==> config.mk <==
export PLATFORM = sky130hd
export DESIGN_NAME = scan_code_queue
export DESIGN_NICKNAME = d
export VERILOG_FILES = /design/src/rtl/scanq_pkg.sv /design/src/rtl/scanq_ctrl.sv /design/src/rtl/scanq_store.sv /design/src/rtl/scan_code_queue.sv
export SDC_FILE = /design/constraint.sdc
export NUM_CORES = 1
export LEC_CHECK = 0
export BUFFER_PORTS_ARGS = -buffer_cell sky130_fd_sc_hd__buf_2
export CORE_ASPECT_RATIO = 0.9
export CORE_MARGIN = 2
export CORE_UTILIZATION = 40
export DETAILED_ROUTE_END_ITERATION = 6
export PLACE_DENSITY_LB_ADDON = 0.05
export SETUP_SLACK_MARGIN = 0.05
export SYNTH_ARGS = -nofsm -noshare
export SYNTH_HDL_FRONTEND = slang
export SYNTH_SLANG_ARGS = --single-unit
==> constraint.sdc <==
create_clock -name clk -period 6.6 [get_ports clk]
set_input_delay 0.99 -clock clk [delete_from_list [all_inputs] [get_ports clk]]
set_output_delay 0.99 -clock clk [all_outputs]
set_load 0.005 [all_outputs]
==> src/rtl/scanq_pkg.sv <==
package scanq_pkg;
  // Strobes from the control half to the slot store
  typedef struct packed {
    logic shift;      // move every entry one slot toward the head
    logic write;      // store a byte at the slot given by wrIdx
    logic useMarker;  // store the overrun code instead of the pushed byte
  } scanq_strobe_t;
endpackage

==> src/rtl/scanq_ctrl.sv <==
module scanq_ctrl
  import scanq_pkg::*;
#(
  parameter int REG_SLOTS = 16,
  localparam int TOTAL = REG_SLOTS + 1,
  localparam int CNT_W = $clog2(TOTAL + 1)
) (
  input  logic             clk,
  input  logic             rstN,
  input  logic             pushReq,
  input  logic             popReq,
  output scanq_strobe_t    strobes,
  output logic [CNT_W-1:0] wrIdx,
  output logic [CNT_W-1:0] countQ
);
  localparam logic [CNT_W-1:0] FULL_CNT = CNT_W'(TOTAL);
  localparam logic [CNT_W-1:0] MARK_IDX = CNT_W'(REG_SLOTS);

  logic doPop, doPush;

  always_comb begin
    doPop  = popReq && (countQ != '0);
    doPush = pushReq && ((countQ != FULL_CNT) || doPop);
    wrIdx  = countQ - CNT_W'(doPop);
    strobes.shift     = doPop;
    strobes.write     = doPush;
    strobes.useMarker = (wrIdx == MARK_IDX);
  end

  always_ff @(posedge clk) begin
    if (!rstN) countQ <= '0;
    else       countQ <= countQ + CNT_W'(doPush) - CNT_W'(doPop);
  end

  // fill level never exceeds the slot count
  a_r1_count_bound: assert property (@(posedge clk) disable iff (!rstN)
    countQ <= FULL_CNT);
  // push into a full queue with no pop changes nothing
  a_r4_full_push_ignored: assert property (@(posedge clk) disable iff (!rstN)
    (countQ == FULL_CNT && pushReq && !popReq) |=> countQ == FULL_CNT);
  // a lone pop lowers the fill level by one
  a_r5_pop_dec: assert property (@(posedge clk) disable iff (!rstN)
    (countQ != '0 && popReq && !pushReq) |=> countQ == $past(countQ) - 1'b1);
  // push and pop together keep the fill level
  a_r7_pushpop_level: assert property (@(posedge clk) disable iff (!rstN)
    (countQ != '0 && popReq && pushReq) |=> $stable(countQ));
  // pop on empty keeps the queue empty
  a_r8_empty_pop: assert property (@(posedge clk) disable iff (!rstN)
    (countQ == '0 && popReq && !pushReq) |=> countQ == '0);
endmodule

==> src/rtl/scanq_store.sv <==
module scanq_store
  import scanq_pkg::*;
#(
  parameter int DATA_W = 8,
  parameter int REG_SLOTS = 16,
  parameter logic [DATA_W-1:0] OVR_CODE = '1,
  localparam int TOTAL = REG_SLOTS + 1,
  localparam int CNT_W = $clog2(TOTAL + 1)
) (
  input  logic              clk,
  input  logic              rstN,
  input  scanq_strobe_t     strobes,
  input  logic [CNT_W-1:0]  wrIdx,
  input  logic [DATA_W-1:0] pushByte,
  output logic [DATA_W-1:0] headByte
);
  logic [DATA_W-1:0] slotQ [TOTAL];
  logic [DATA_W-1:0] slotD [TOTAL];

  always_comb begin
    for (int i = 0; i < TOTAL; i++) begin
      if (strobes.shift) slotD[i] = (i == TOTAL - 1) ? '0 : slotQ[(i + 1) % TOTAL];
      else               slotD[i] = slotQ[i];
      if (strobes.write && int'(wrIdx) == i)
        slotD[i] = strobes.useMarker ? OVR_CODE : pushByte;
    end
  end

  always_ff @(posedge clk) begin
    for (int i = 0; i < TOTAL; i++) begin
      if (!rstN) slotQ[i] <= '0;
      else       slotQ[i] <= slotD[i];
    end
  end

  assign headByte = slotQ[0];

  // a marker write leaves the overrun code in the reserved slot
  a_r3_marker_stored: assert property (@(posedge clk) disable iff (!rstN)
    (strobes.write && strobes.useMarker) |=> slotQ[REG_SLOTS] == OVR_CODE);
  // a pop without a head write moves the second entry to the head
  a_r5_shift_head: assert property (@(posedge clk) disable iff (!rstN)
    (strobes.shift && !(strobes.write && wrIdx == '0)) |=> headByte == $past(slotQ[1]));
  // with no strobe the head holds
  a_r9_head_hold: assert property (@(posedge clk) disable iff (!rstN)
    (!strobes.shift && !strobes.write) |=> $stable(headByte));
endmodule

==> src/rtl/scan_code_queue.sv <==
module scan_code_queue
  import scanq_pkg::*;
#(
  parameter int DATA_W = 8,
  parameter int REG_SLOTS = 16,
  parameter logic [DATA_W-1:0] OVR_CODE = '1,
  localparam int TOTAL = REG_SLOTS + 1,
  localparam int CNT_W = $clog2(TOTAL + 1)
) (
  input  logic              clk,
  input  logic              rstN,
  input  logic              pushReq,
  input  logic [DATA_W-1:0] pushByte,
  input  logic              popReq,
  output logic [DATA_W-1:0] headByte,
  output logic              notEmpty,
  output logic [CNT_W-1:0]  fillLevel,
  output logic              overrunActive
);
  scanq_strobe_t    strobes;
  logic [CNT_W-1:0] wrIdx;

  scanq_ctrl #(.REG_SLOTS(REG_SLOTS)) uCtrl (
    .clk(clk), .rstN(rstN), .pushReq(pushReq), .popReq(popReq),
    .strobes(strobes), .wrIdx(wrIdx), .countQ(fillLevel)
  );

  scanq_store #(.DATA_W(DATA_W), .REG_SLOTS(REG_SLOTS), .OVR_CODE(OVR_CODE)) uStore (
    .clk(clk), .rstN(rstN), .strobes(strobes), .wrIdx(wrIdx),
    .pushByte(pushByte), .headByte(headByte)
  );

  assign notEmpty      = (fillLevel != '0);
  assign overrunActive = (fillLevel == CNT_W'(TOTAL));

  // popping the only entry empties the queue
  a_r6_last_pop: assert property (@(posedge clk) disable iff (!rstN)
    (fillLevel == CNT_W'(1) && popReq && !pushReq) |=> !notEmpty);
  // a push below the marker level stores the supplied byte at an empty head
  a_r2_first_push: assert property (@(posedge clk) disable iff (!rstN)
    (fillLevel == '0 && pushReq) |=> headByte == $past(pushByte));
endmodule

==> results by group, run 1 <==
Outcome
  • Status: complete, no violations

Placement
  • I/O Buffers: 26
  • Gpl congestion: 0.760
  • HPWL after detailed placement: 10.2 mm

Logic synthesis
  • Syn Std Cell Area: 6760 um^2
  • Synth Area in Simple Gates: 0.0888
  • Seq/Total Area, Yosys: 0.417
  • Yosys warnings: 0
  • Post-synthesis compound-gate area fraction: 0.123
  • Largest cells by area after synthesis: dfxtp_1, mux2i_1, mux2_2, a21oi_1, o21ai_0
  • Adder-Cell Fraction of Synth Area: 0.0196
  • FFs w/ async S/R, synth: 0
  • Ys flop type: dfxtp_1
  • Mux cell area share after synthesis: 0.298
  • Largest family of logic cells by synthesized area: multiplexers
  • Top cell type's share of synthesized area: 0.417
  • Avg Cell Area, Syn: 10.1 um^2
  • Syn nets: 691
  • Number of synthesized flops with an enable pin: 0
  • FF+latch count, synth: 141
  • Post-synth top area cell: dfxtp_1
  • Post-synth cell types: 47
  • XOR/XNOR Fraction of Synth Area: 0.00389
  • Cell count after synthesis: 669

Setup path
  • Worst path arrival time: 4.46 ns
  • CP required: 6.85 ns
  • R2R depth: 12
  • FF-to-FF setup slack: 2.39 ns
  • CP startpoint: uCtrl.countQ[2]
  • R2R Path End: uStore.slotQ[6][6]
  • Worst Setup End Kind: flip-flop
  • Max FO, Critical Path: 53
  • Critical Path Start Type: flip-flop
  • End point of the critical path: uStore.slotQ[6][6]
  • Worst flop-to-flop path startpoint: uCtrl.countQ[2]
  • WS Path Type: reg2reg

CTS
  • Hold buffer count at CTS: 0
  • Num CTS Buffers: 17
  • TritonCTS clock tree: yes
  • Maximum root-to-sink buffer count: 2
  • Sink Count: 141
  • Setup Buffers After CTS: 0
  • Reg clk slew, reported paths: 0.06 ns
  • Post-CTS sizing: 0
  • H-tree levels: 4
  • Clk_lat worst skew: 0.43 ns
  • CTS Root Cell: clkbuf_16

Timing
  • Achievable Freq: 0.238 GHz
  • Layout Skew: 0.0105 ns
  • Fin. Hold Viols: 0
  • Final setup vio count: 0
  • Unrepaired setup endpoints after global routing: no
  • Final Max Slew Viols: 0
  • Setup TNS: 0 ns
  • Fin crit period: 4.21 ns
  • Worst-margin pin slew: 1.19 ns
  • Slew HR: 0.205
  • Final worst-path cycle share: 0.637

Routing
  • Vias per cell: 5.26
  • Final ANT Viol Nets: 0
  • Vias: 4,775
  • Initial drt markers: 305
  • Post-DR wirelength/cell: 17.3 um
  • Remaining DRCs: 0
  • Total Routed Length: 15.7 mm
  • First-pass DRT Iterations: 4

Pwr
  • Comb pwr share: 0.289
  • Psw: 0.000917 W
  • PD cells: 392 nW/um^2
  • Maximum VDD drop: 0.214 mV
  • Net Sw Frac: 0.307
  • Clock share of power: 0.368
  • P_int: 0.00207 W
  • Pwr Total: 0.00298 W
  • Flop pwr share: 0.343
  • Leakage power: 3.43 nW

Min path
  • HP Class: reg2reg

Global route
  • Total GRT Usage: 0.184
  • Largest net degree at the start of global routing: 81
  • First-pass GRT wire length: 25.6 mm
  • Antenna violations before repair: 0
  • GRT overflow: 0
  • Number of global-route vias before repair: 4,664

Final layout
  • Nets: 705
  • Layout cells sized above 1: 0.230
  • Final core utilization: 0.456
  • Layout area overhead: 12.7%
  • N_diodes: 0
  • Number of fill cells: 1,596

Job
  • Max-Cap Viols: 0

Floorplanning
  • I/O Pins: 27
  • Die area: 18,000 um^2
  • Die extent in y: 127 um
  • Num rows: 45
  • Die X: 141 um
  • Initial Utilization: 0.404
  • Core ar.: 16,700 um^2
==> worst max-delay path, cell delays in order, from the launching register on <==
cell and delay, ns:
dfxtp_1 0.35, inv_1 0.13, ha_1 0.24, or4b_4 0.53, nand2_8 0.38, inv_2 0.07, ha_1 0.28, ha_1 0.24
or3b_2 0.48, a21oi_2 0.34, o211ai_1 0.54, o21ai_0 0.34, a21oi_1 0.06
==> final cells by class <==
cell class,instances,area (um^2),share of cell area
multi-input cells,478,3610,0.474
flip-flops and latches,141,2820,0.370
clock buffers,21,470,0.0617
well taps,211,264,0.0346
clock inverters,11,211,0.0277
repair buffers,36,208,0.0273
inverters,9,33.8,0.00443
==> logic make-up after synthesis <==
group,after synthesis
mux,192
compound gates,149
flops,141
simple gates,124
buf+inv,50
fa+ha+maj,10
xor+xnor,3
==> cell usage after synthesis (4+ instances only) <==
cell type    n
dfxtp_1    141
ha_1         9
o21ai_1      6
buf_4        6
a21oi_1     60
nand2_1     74
buf_2        9
mux2_2      73
mux2i_1    119
buf_12       5
nor2_1       6
nand3_1      9
nand2_2      7
clkbuf_1    15
nand2b_1     5
nor3_1       4
inv_1        8
o21ai_0     59
a31o_1       6
o211ai_1     8
==> layout by cell type, fill, tap and decap left out, drive strengths merged, types with 8 or more instances in the layout <==
cell,Yosys,layout
mux2i,119,119
ha,9,9
dfxtp,141,141
inv,9,9
nand2,82,82
mux2,73,73
o21ai,65,65
a21oi,61,61
clkbuf,15,21
o211ai,8,8
a31o,8,8
nand3,9,9
buf,26,36
==> how the worst min path moves through the flow <==
| stage | from | to | slack (ns) | cells past startpoint |
|---|---|---|---|---|
| finish | uStore.slotQ[16][3] | uStore.slotQ[16][3] | 0.47 | 1 |
| global route | uStore.slotQ[16][7] | uStore.slotQ[16][7] | 0.49 | 1 |
| CTS | uStore.slotQ[16][2] | uStore.slotQ[16][2] | 0.48 | 1 |
| detailed placement | uStore.slotQ[16][2] | uStore.slotQ[16][2] | 0.47 | 1 |
| global placement | uStore.slotQ[16][5] | uStore.slotQ[16][5] | 0.46 | 1 |
| floorplan | uStore.slotQ[16][2] | uStore.slotQ[16][2] | 0.45 | 1 |
==> per-stage QoR <==
stage	instance area (um^2)	setup WS, ns	cells	hold WS [ns]
CTS	7620	2.33	907	0.484
global route	7620	2.02	907	0.493
finish	7620	2.39	907	0.475
global placement	6940	2.44	875	0.455
floorplan	6760	3.19	669	0.446
detailed placement	6940	2.33	875	0.466
==> power groups by stage <==
stage	Clock, W	Sequential [W]	Combinational [W]
finish	0.00110	0.00102	0.000861
global route	0.00116	0.00104	0.000949
CTS	0.00112	0.00102	0.000870
detailed placement	0	0.00104	0.000867
global placement	0	0.00104	0.000854
floorplan	0	0.00102	0.000745
==> per-layer routing <==
| layer | share of wire | vias to the layer above | global-route usage | routed length (um) |
|---|---|---|---|---|
| met1 | 0.51 | 2294 | 0.250 | 7980 |
| met3 | 0.020 | 13 | 0.0371 | 318 |
| met2 | 0.46 | 39 | 0.298 | 7230 |
| met4 | 0.0095 | 0 | 0.0529 | 149 |
| met5 | 0 | - | 0 | 0 |
| li1 | - | 2429 | - | - |
==> state kept, by name (all words and copies together), names as in the netlist <==
register	flops
uCtrl.countQ	5
uStore.slotQ	136
Note: power is estimated with default switching activity, not from simulation.
==> run 2: changes to the inputs <==
==> constraint.sdc (replaced) <==
create_clock -name clk -period 3.65 [get_ports clk]
set_input_delay 0.5475 -clock clk [delete_from_list [all_inputs] [get_ports clk]]
set_output_delay 0.5475 -clock clk [all_outputs]
set_load 0.005 [all_outputs]
==> run 2 against run 1 <==
Compared with the run above:
- via count rose by 0.69%
- worst setup slack got worse by 2.1 ns
- critical endpoint is now uStore.slotQ[13][4]
- highest routed layer unchanged
- wire length fell by 1.3%
- global-route usage barely moved
- cell area barely moved
- clock power rose by 53%
- clock skew fell by 0.0014 ns
- fmax rose by 25%
- first-iteration DRC count fell by 20%
==> results by group, run 2 (same netlist as run 1, synthesis figures left out) <==
Routing
  • Post-DR wirelength/cell: 16.9 um (-2.3%)
  • Final ANT Viol Nets: 0 (unchanged)
  • Vias: 4,808 (+0.69%)
  • Vias per cell: 5.25 (-0.30%)
  • Remaining DRCs: 0 (unchanged)
  • Initial drt markers: 244 (-20%)
  • First-pass DRT Iterations: 4 (unchanged)
  • Total Routed Length: 15.5 mm (-1.3%)

CTS
  • H-tree levels: 4 (unchanged)
  • Sink Count: 141 (unchanged)
  • Clk_lat worst skew: 0.42 ns (about the same)
  • Maximum root-to-sink buffer count: 2 (unchanged)
  • Num CTS Buffers: 17 (unchanged)
  • Hold buffer count at CTS: 0 (unchanged)
  • CTS Root Cell: clkbuf_16
  • Reg clk slew, reported paths: 0.06 ns (about the same)
  • TritonCTS clock tree: yes

Floorplanning
  • I/O Pins: 27 (unchanged)
  • Initial Utilization: 0.404 (unchanged)
  • Die area: 18,000 um^2 (unchanged)
  • Core ar.: 16,700 um^2 (unchanged)
  • Num rows: 45 (unchanged)
  • Die extent in y: 127 um (unchanged)
  • Die X: 141 um (unchanged)

Setup path
  • Max FO, Critical Path: 16 (-70%)
  • Worst Setup End Kind: flip-flop
  • Critical Path Start Type: flip-flop
  • CP max stage cell: or4b_4
  • WS Path Type: reg2reg
  • Most used cell, CP: ha_1
  • Crit-path max cell delay: 0.53 ns (about the same)
  • CP Cell Sequence: inv_1, ha_1, or4b_4, nand2_8, inv_2, ha_1, ha_1, or3b_2, a21oi_4, o211ai_1, buf_4, o21ai_0, a21oi_1
  • CP required: 3.95 ns (-2.90 ns)
  • Worst path arrival time: 3.66 ns (-0.80 ns)

Final layout
  • Largest Register: uStore.slotQ
  • Largest regs: uStore.slotQ x136, uCtrl.countQ x5
  • Max FFs per register: 136 (unchanged)
  • N_diodes: 0 (unchanged)
  • Layout area overhead: 12.7% (about the same)
  • Nets: 714 (+1.3%)
  • Layout cells sized above 1: 0.241 (+0.0112)
  • Most common cell after layout, fill and taps aside: dfxtp_1
  • Most frequent cells in the layout: dfxtp_1, mux2i_1, nand2_1, mux2_2, a21oi_1
  • Final core utilization: 0.456 (about the same)

Placement
  • HPWL after detailed placement: 10.3 mm (+0.23%)
  • I/O Buffers: 26 (unchanged)
  • Gpl congestion: 0.745 (-2.0%)

Timing
  • Setup TNS: 0 ns (unchanged)
  • Layout Skew: 0.00904 ns (-0.00144 ns)
  • Final setup vio count: 0 (unchanged)
  • Fin crit period: 3.35 ns (-0.851 ns)
  • Slew HR: 0.521 (+0.317)
  • Final worst-path cycle share: 0.919 (+0.282)
  • Final Max Slew Viols: 0 (unchanged)
  • Achievable Freq: 0.298 GHz (+25%)
  • Unrepaired setup endpoints after global routing: no
  • Worst-margin pin slew: 0.718 ns (-0.470 ns)
  • Fin Hold WS: 0.474 ns (-0.000441 ns)
  • Fin. Hold Viols: 0 (unchanged)

Global route
  • GRT overflow: 0 (unchanged)
  • Routing usage on met3: 0.0412 (+0.00412)
  • GR peak layer: met2
  • Met2 global-route usage: 0.295 (-0.00344)
  • GR Util met1: 0.244 (-0.00556)
  • Antenna violations before repair: 0 (unchanged)
  • First-pass GRT wire length: 25.7 mm (+0.46%)
  • Total GRT Usage: 0.184 (about the same)
  • Largest net degree at the start of global routing: 69 (-15%)
  • Number of global-route vias before repair: 4,859 (+4.2%)

Pwr
  • Maximum VDD drop: 0.361 mV (+69%)
  • Comb pwr share: 0.318 (+0.029)
  • Psw: 0.00168 W (+83%)
  • Clock share of power: 0.326 (-0.042)
  • Flop pwr share: 0.356 (+0.013)
  • Leakage power: 3.43 nW (about the same)
  • Pwr Total: 0.00515 W (+73%)
  • P_int: 0.00347 W (+68%)
  • PD cells: 676 nW/um^2 (+73%)
  • Net Sw Frac: 0.326 (+0.0185)

Outcome
  • Status: complete, no violations

Job
  • Max-Cap Viols: 0 (unchanged)

Min path
  • HP Class: reg2reg
-- run 2: critical path: cells and delay by family (launching register included) --
family          cells  cell delay (ns)
simple gates        3             1.14
compound gates      4             0.64
flops               1             0.31
fa+ha+maj           3             0.76
buf+inv             3             0.37
-- run 2: worst paths after layout --
path                                           from                  end  slack [ns]  cells past startpoint
worst min-delay path            uStore.slotQ[16][5]  uStore.slotQ[16][5]        0.47                      1
worst max-delay path                uCtrl.countQ[2]  uStore.slotQ[13][4]        0.30                     13
worst max register to register      uCtrl.countQ[2]  uStore.slotQ[13][4]        0.30                     13
worst min register to register  uStore.slotQ[16][5]  uStore.slotQ[16][5]        0.47                      1
-- run 2: timing repair --
| action | 4_1_cts | 5_1_grt |
|---|---|---|
| setup buffers | 0 | 1 |
| gates resized for setup | 0 | 3 |
| setup endpoints to repair | 0 | 73 |
-- run 2: power groups by stage --
stage / Combinational (W) / Sequential (W) / Clock [W]
finish: 0.00164 / 0.00183 / 0.00168
global route: 0.00180 / 0.00186 / 0.00180
CTS: 0.00161 / 0.00184 / 0.00172
detailed placement: 0.00161 / 0.00187 / 0
global placement: 0.00159 / 0.00187 / 0
floorplan: 0.00135 / 0.00185 / 0
-- run 2: per-layer routing --
metal	share of wire	up-vias
met5	0	-
met4	0.014	0
met3	0.030	13
met2	0.46	50
met1	0.50	2299
li1	-	2446
-- run 2: per-stage QoR --
step / instances / setup slack (ns) / instance area, um^2
CTS: 915 / 0.148 / 7580
global route: 916 / 0.0445 / 7620
global placement: 883 / 0.234 / 7000
floorplan: 669 / 0.237 / 6760
finish: 916 / 0.295 / 7620
detailed placement: 883 / 0.162 / 7000
-- run 2: final cells by class --
class | instances | area [um^2]
Timing Repair Buffer | 45 | 292
Inverter | 9 | 33.8
Tap cell | 211 | 264
Sequential cell | 141 | 2820
Clock inverter | 10 | 87.6
Fill cell | 1591 | 9100
Multi-Input combinational cell | 478 | 3620
Clock buffer | 22 | 494
==> run 3: changes to the inputs <==
--- a/config.mk
+++ b/config.mk
@@ -5,7 +5,9 @@
 export SDC_FILE = /design/constraint.sdc
 export NUM_CORES = 1
 export LEC_CHECK = 0
+export ABC_AREA = 1
 export BUFFER_PORTS_ARGS = -buffer_cell sky130_fd_sc_hd__buf_2
+export CAP_MARGIN = 20
 export CORE_ASPECT_RATIO = 0.9
 export CORE_MARGIN = 2
 export CORE_UTILIZATION = 40
==> run 3 against run 2 <==
Compared with the run above:
- clock skew down 0.0030 ns
- non-clock buffer count shrank 4
- via count increased by 46%
- global-route usage up 2.6 points
- combinational power is 27% higher
- register-to-register slack got worse by 0.08 ns
- worst setup slack lost 0.083 ns
- die area up 6.2%
- wire length rose by 29%
- critical path depth up 4
==> results by group, run 3 <==
Placement
  • I/O Buffers: 26 (unchanged)
  • Placed Area: 7450 um^2 (+6.5%)
  • Gpl congestion: 0.845 (+13%)
  • HPWL after detailed placement: 11.7 mm (+14%)

Logic synthesis
  • Largest cells by area after synthesis: dfxtp_1, nand2_1, nand3_1, a21oi_1, buf_2
  • XOR/XNOR Fraction of Synth Area: 0.00122 (-0.00267)
  • Post-synthesis compound-gate area fraction: 0.103 (-0.0192)
  • Number of synthesized flops with an enable pin: 0 (unchanged)
  • Adder-Cell Fraction of Synth Area: 0.0184 (-0.00118)
  • Yosys warnings: 0 (unchanged)
  • Syn Std Cell Area: 7190 um^2 (+6.4%)
  • FFs w/ async S/R, synth: 0 (unchanged)
  • Post-synth top area cell: dfxtp_1
  • Post-synth top cells: nand2_1, nand3_1, a21oi_1, dfxtp_1, nor2_1
  • Top-count cell post-synth: nand2_1
  • Synth Area in Simple Gates: 0.426 (+0.337)
  • Ys flop type: dfxtp_1
  • Post-synth cell types: 18 (-62%)
  • Largest family of logic cells by synthesized area: simple AND/OR/NAND/NOR gates
  • Syn nets: 1,164 (+68%)
  • FF+latch count, synth: 141 (unchanged)
  • Mux cell area share after synthesis: 0 (-0.298)
  • Cell count after synthesis: 1,142 (+71%)
  • Top cell type's share of synthesized area: 0.392 (-0.0251)
  • Seq/Total Area, Yosys: 0.392 (-0.0251)
  • Avg Cell Area, Syn: 6.30 um^2 (-38%)

Final layout
  • N_diodes: 0 (unchanged)
  • Number of fill cells: 1,966 (+24%)
  • Largest Register: uStore.slotQ
  • Max FFs per register: 136 (unchanged)
  • Largest regs: uStore.slotQ x136, uCtrl.countQ x5
  • Layout cells sized above 1: 0.0787 (-0.162)
  • Most frequent cells in the layout: nand2_1, nand3_1, a21oi_1, dfxtp_1, nor2_1
  • Nets: 1,155 (+62%)
  • Most common cell after layout, fill and taps aside: nand2_1
  • Final core utilization: 0.455 (-0.000563)
  • Design area: 8010 um^2 (+5.2%)
  • Layout area overhead: 11.4%

Routing
  • Remaining DRCs: 0 (unchanged)
  • Initial drt markers: 546 (+120%)
  • Post-DR wirelength/cell: 14.4 um (-15%)
  • First-pass DRT Iterations: 6 (+2)
  • Final ANT Viol Nets: 0 (unchanged)
  • Vias per cell: 5.08 (-3.2%)
  • Vias: 7,030 (+46%)
  • Total Routed Length: 19.9 mm (+29%)

Setup path
  • Family with the most delay on the worst path: simple AND/OR/NAND/NOR gates
  • CP max stage cell: nand3_1
  • Crit-path max cell delay: 0.50 ns (-0.03 ns)
  • R2R Path End: uStore.slotQ[5][5]
  • CP bufs+invs: 5 (+2)
  • Worst path arrival time: 3.79 ns (+0.13 ns)
  • Worst flop-to-flop path startpoint: uCtrl.countQ[3]
  • CP required: 4.00 ns (+0.05 ns)
  • Max FO, Critical Path: 16 (unchanged)
  • R2R depth: 17 (+4)
  • CP Cell Sequence: inv_1, ha_1, inv_1, nor2_1, nand2_1, nand2_4, clkinv_2, ha_1, inv_1, ha_1, nor2_1, inv_1, nor2_1, nand3_1, nand2_1, nand2_1, a21oi_1
  • CP startpoint: uCtrl.countQ[3]
  • WS Path Type: reg2reg
  • Worst Setup End Kind: flip-flop
  • Most used cell, CP: inv_1
  • Stages on worst setup path: 17 (+4)
  • Critical Path Start Type: flip-flop
  • FF-to-FF setup slack: 0.21 ns (-0.08 ns)
  • End point of the critical path: uStore.slotQ[5][5]

Pwr
  • Comb pwr share: 0.369 (+0.051)
  • Net Sw Frac: 0.406 (+0.0808)
  • PD cells: 708 nW/um^2 (+4.7%)
  • Leakage power: 3.44 nW (+0.30%)
  • P_int: 0.00337 W (-3.0%)
  • Flop pwr share: 0.342 (-0.014)
  • Psw: 0.00231 W (+37%)
  • Clock share of power: 0.289 (-0.037)
  • Maximum VDD drop: 0.413 mV (+14%)

Timing
  • Slew HR: 0.450 (-0.0710)
  • Achievable Freq: 0.291 GHz (-2.4%)
  • Layout Skew: 0.00602 ns (-0.00302 ns)
  • Fin. Hold Viols: 0 (unchanged)
  • Fin crit period: 3.44 ns (+0.0827 ns)
  • Worst-margin pin slew: 0.824 ns (+0.106 ns)
  • Final Max Slew Viols: 0 (unchanged)
  • Final setup vio count: 0 (unchanged)
  • Final worst-path cycle share: 0.942 (+0.0227)
  • Unrepaired setup endpoints after global routing: yes

Floorplanning
  • Initial Utilization: 0.408 (+0.00409)
  • Die extent in y: 131 um (+3.0%)
  • I/O Pins: 27 (unchanged)
  • Core ar.: 17,600 um^2 (+5.3%)
  • Die area: 19,100 um^2 (+6.2%)
  • Num rows: 46 (+2.2%)
  • Die X: 145 um (+3.1%)

Global route
  • Antenna violations before repair: 0 (unchanged)
  • Largest net degree at the start of global routing: 74 (+7.2%)
  • GRT overflow: 0 (unchanged)
  • First-pass GRT wire length: 33.0 mm (+28%)
  • Number of global-route vias before repair: 6,580 (+35%)
  • Total GRT Usage: 0.209 (+0.0256)

CTS
  • Maximum root-to-sink buffer count: 2 (unchanged)
  • Reg clk slew, reported paths: 0.06 ns (about the same)
  • Clk_lat worst skew: 0.42 ns (about the same)
  • Sink Count: 141 (unchanged)
  • Num CTS Buffers: 17 (unchanged)
  • H-tree levels: 4 (unchanged)
  • CTS Root Cell: clkbuf_16
  • TritonCTS clock tree: yes

Min path
  • HP Class: in2reg

Outcome
  • Status: complete, no violations

Job
  • Max-Cap Viols: 0 (unchanged)
==> run 3: what timing repair did <==
| item | 4_1_cts | 5_1_grt |
|---|---|---|
| gates resized for setup | 0 | 8 |
| endpoints found under the setup margin | 0 | 78 |
| setup buffers | 0 | 0 |
| hold buffers | 0 | 0 |
==> run 3: logic make-up after synthesis <==
kind of cell    Yosys count
compound gates          146
xor+xnor                  1
simple gates            745
flops                   141
buf+inv                  99
fa+ha+maj                10
==> run 3: cell type report <==
class	instances	area [um^2]	share of cell area
multi-input cells	902	3970	0.496
clock inverters	9	97.6	0.0122
well taps	240	300	0.0375
repair buffers	41	255	0.0319
inverters	30	124	0.0155
flip-flops and latches	141	2820	0.352
clock buffers	21	440	0.0550
==> run 3: power groups by stage <==
stage | clock network (W) | registers, W | logic (W)
final | 0.00164 | 0.00194 | 0.00209
after global routing | 0.00174 | 0.00197 | 0.00237
after CTS | 0.00167 | 0.00194 | 0.00209
after detailed placement | 0 | 0.00198 | 0.00208
after global placement | 0 | 0.00197 | 0.00209
after floorplan | 0 | 0.00194 | 0.00152
==> run 3: worst reg2reg max path, cell delays in order, from the launching register on <==
cell and delay [ns]:
dfxtp_1 0.43, inv_1 0.15, ha_1 0.23, inv_1 0.06
nor2_1 0.03, nand2_1 0.11, nand2_4 0.06, clkinv_2 0.05
ha_1 0.28, inv_1 0.08, ha_1 0.34, nor2_1 0.31
inv_1 0.07, nor2_1 0.23, nand3_1 0.50, nand2_1 0.26
nand2_1 0.07, a21oi_1 0.12
==> run 3: per-stage QoR <==
step	total power, W	std cells	hold slack [ns]	setup TNS, ns	setup slack, ns
CTS	0.00571	1384	0.378	0	0.213
detailed placement	0.00406	1354	0.456	0	0.242
floorplan	0.00346	1142	0.445	0	0.394
global route	0.00608	1384	0.425	-3.54	-0.170
global placement	0.00406	1354	0.452	0	0.221
finish	0.00567	1384	0.390	0	0.213
==> run 3: worst min path at each step <==
stage / cells after the start / slack, ns / end / start
floorplan: 2 / 0.44 / uStore.slotQ[16][0] / uStore.slotQ[16][0]
global placement: 2 / 0.45 / uStore.slotQ[16][5] / uStore.slotQ[16][5]
detailed placement: 2 / 0.46 / uStore.slotQ[16][5] / uStore.slotQ[16][5]
CTS: 3 / 0.38 / uCtrl.countQ[0] / rstN
global route: 3 / 0.43 / uCtrl.countQ[0] / rstN
finish: 3 / 0.39 / uCtrl.countQ[0] / rstN
==> run 3: per-layer routing <==
metal | routed length (um) | part of all wire | track usage | up-vias
met5 | 0 | 0 | 0 | -
li1 | - | - | - | 3658
met1 | 9750 | 0.49 | 0.277 | 3258
met3 | 497 | 0.025 | 0.0365 | 22
met4 | 242 | 0.012 | 0.0637 | 0
met2 | 9410 | 0.47 | 0.349 | 92
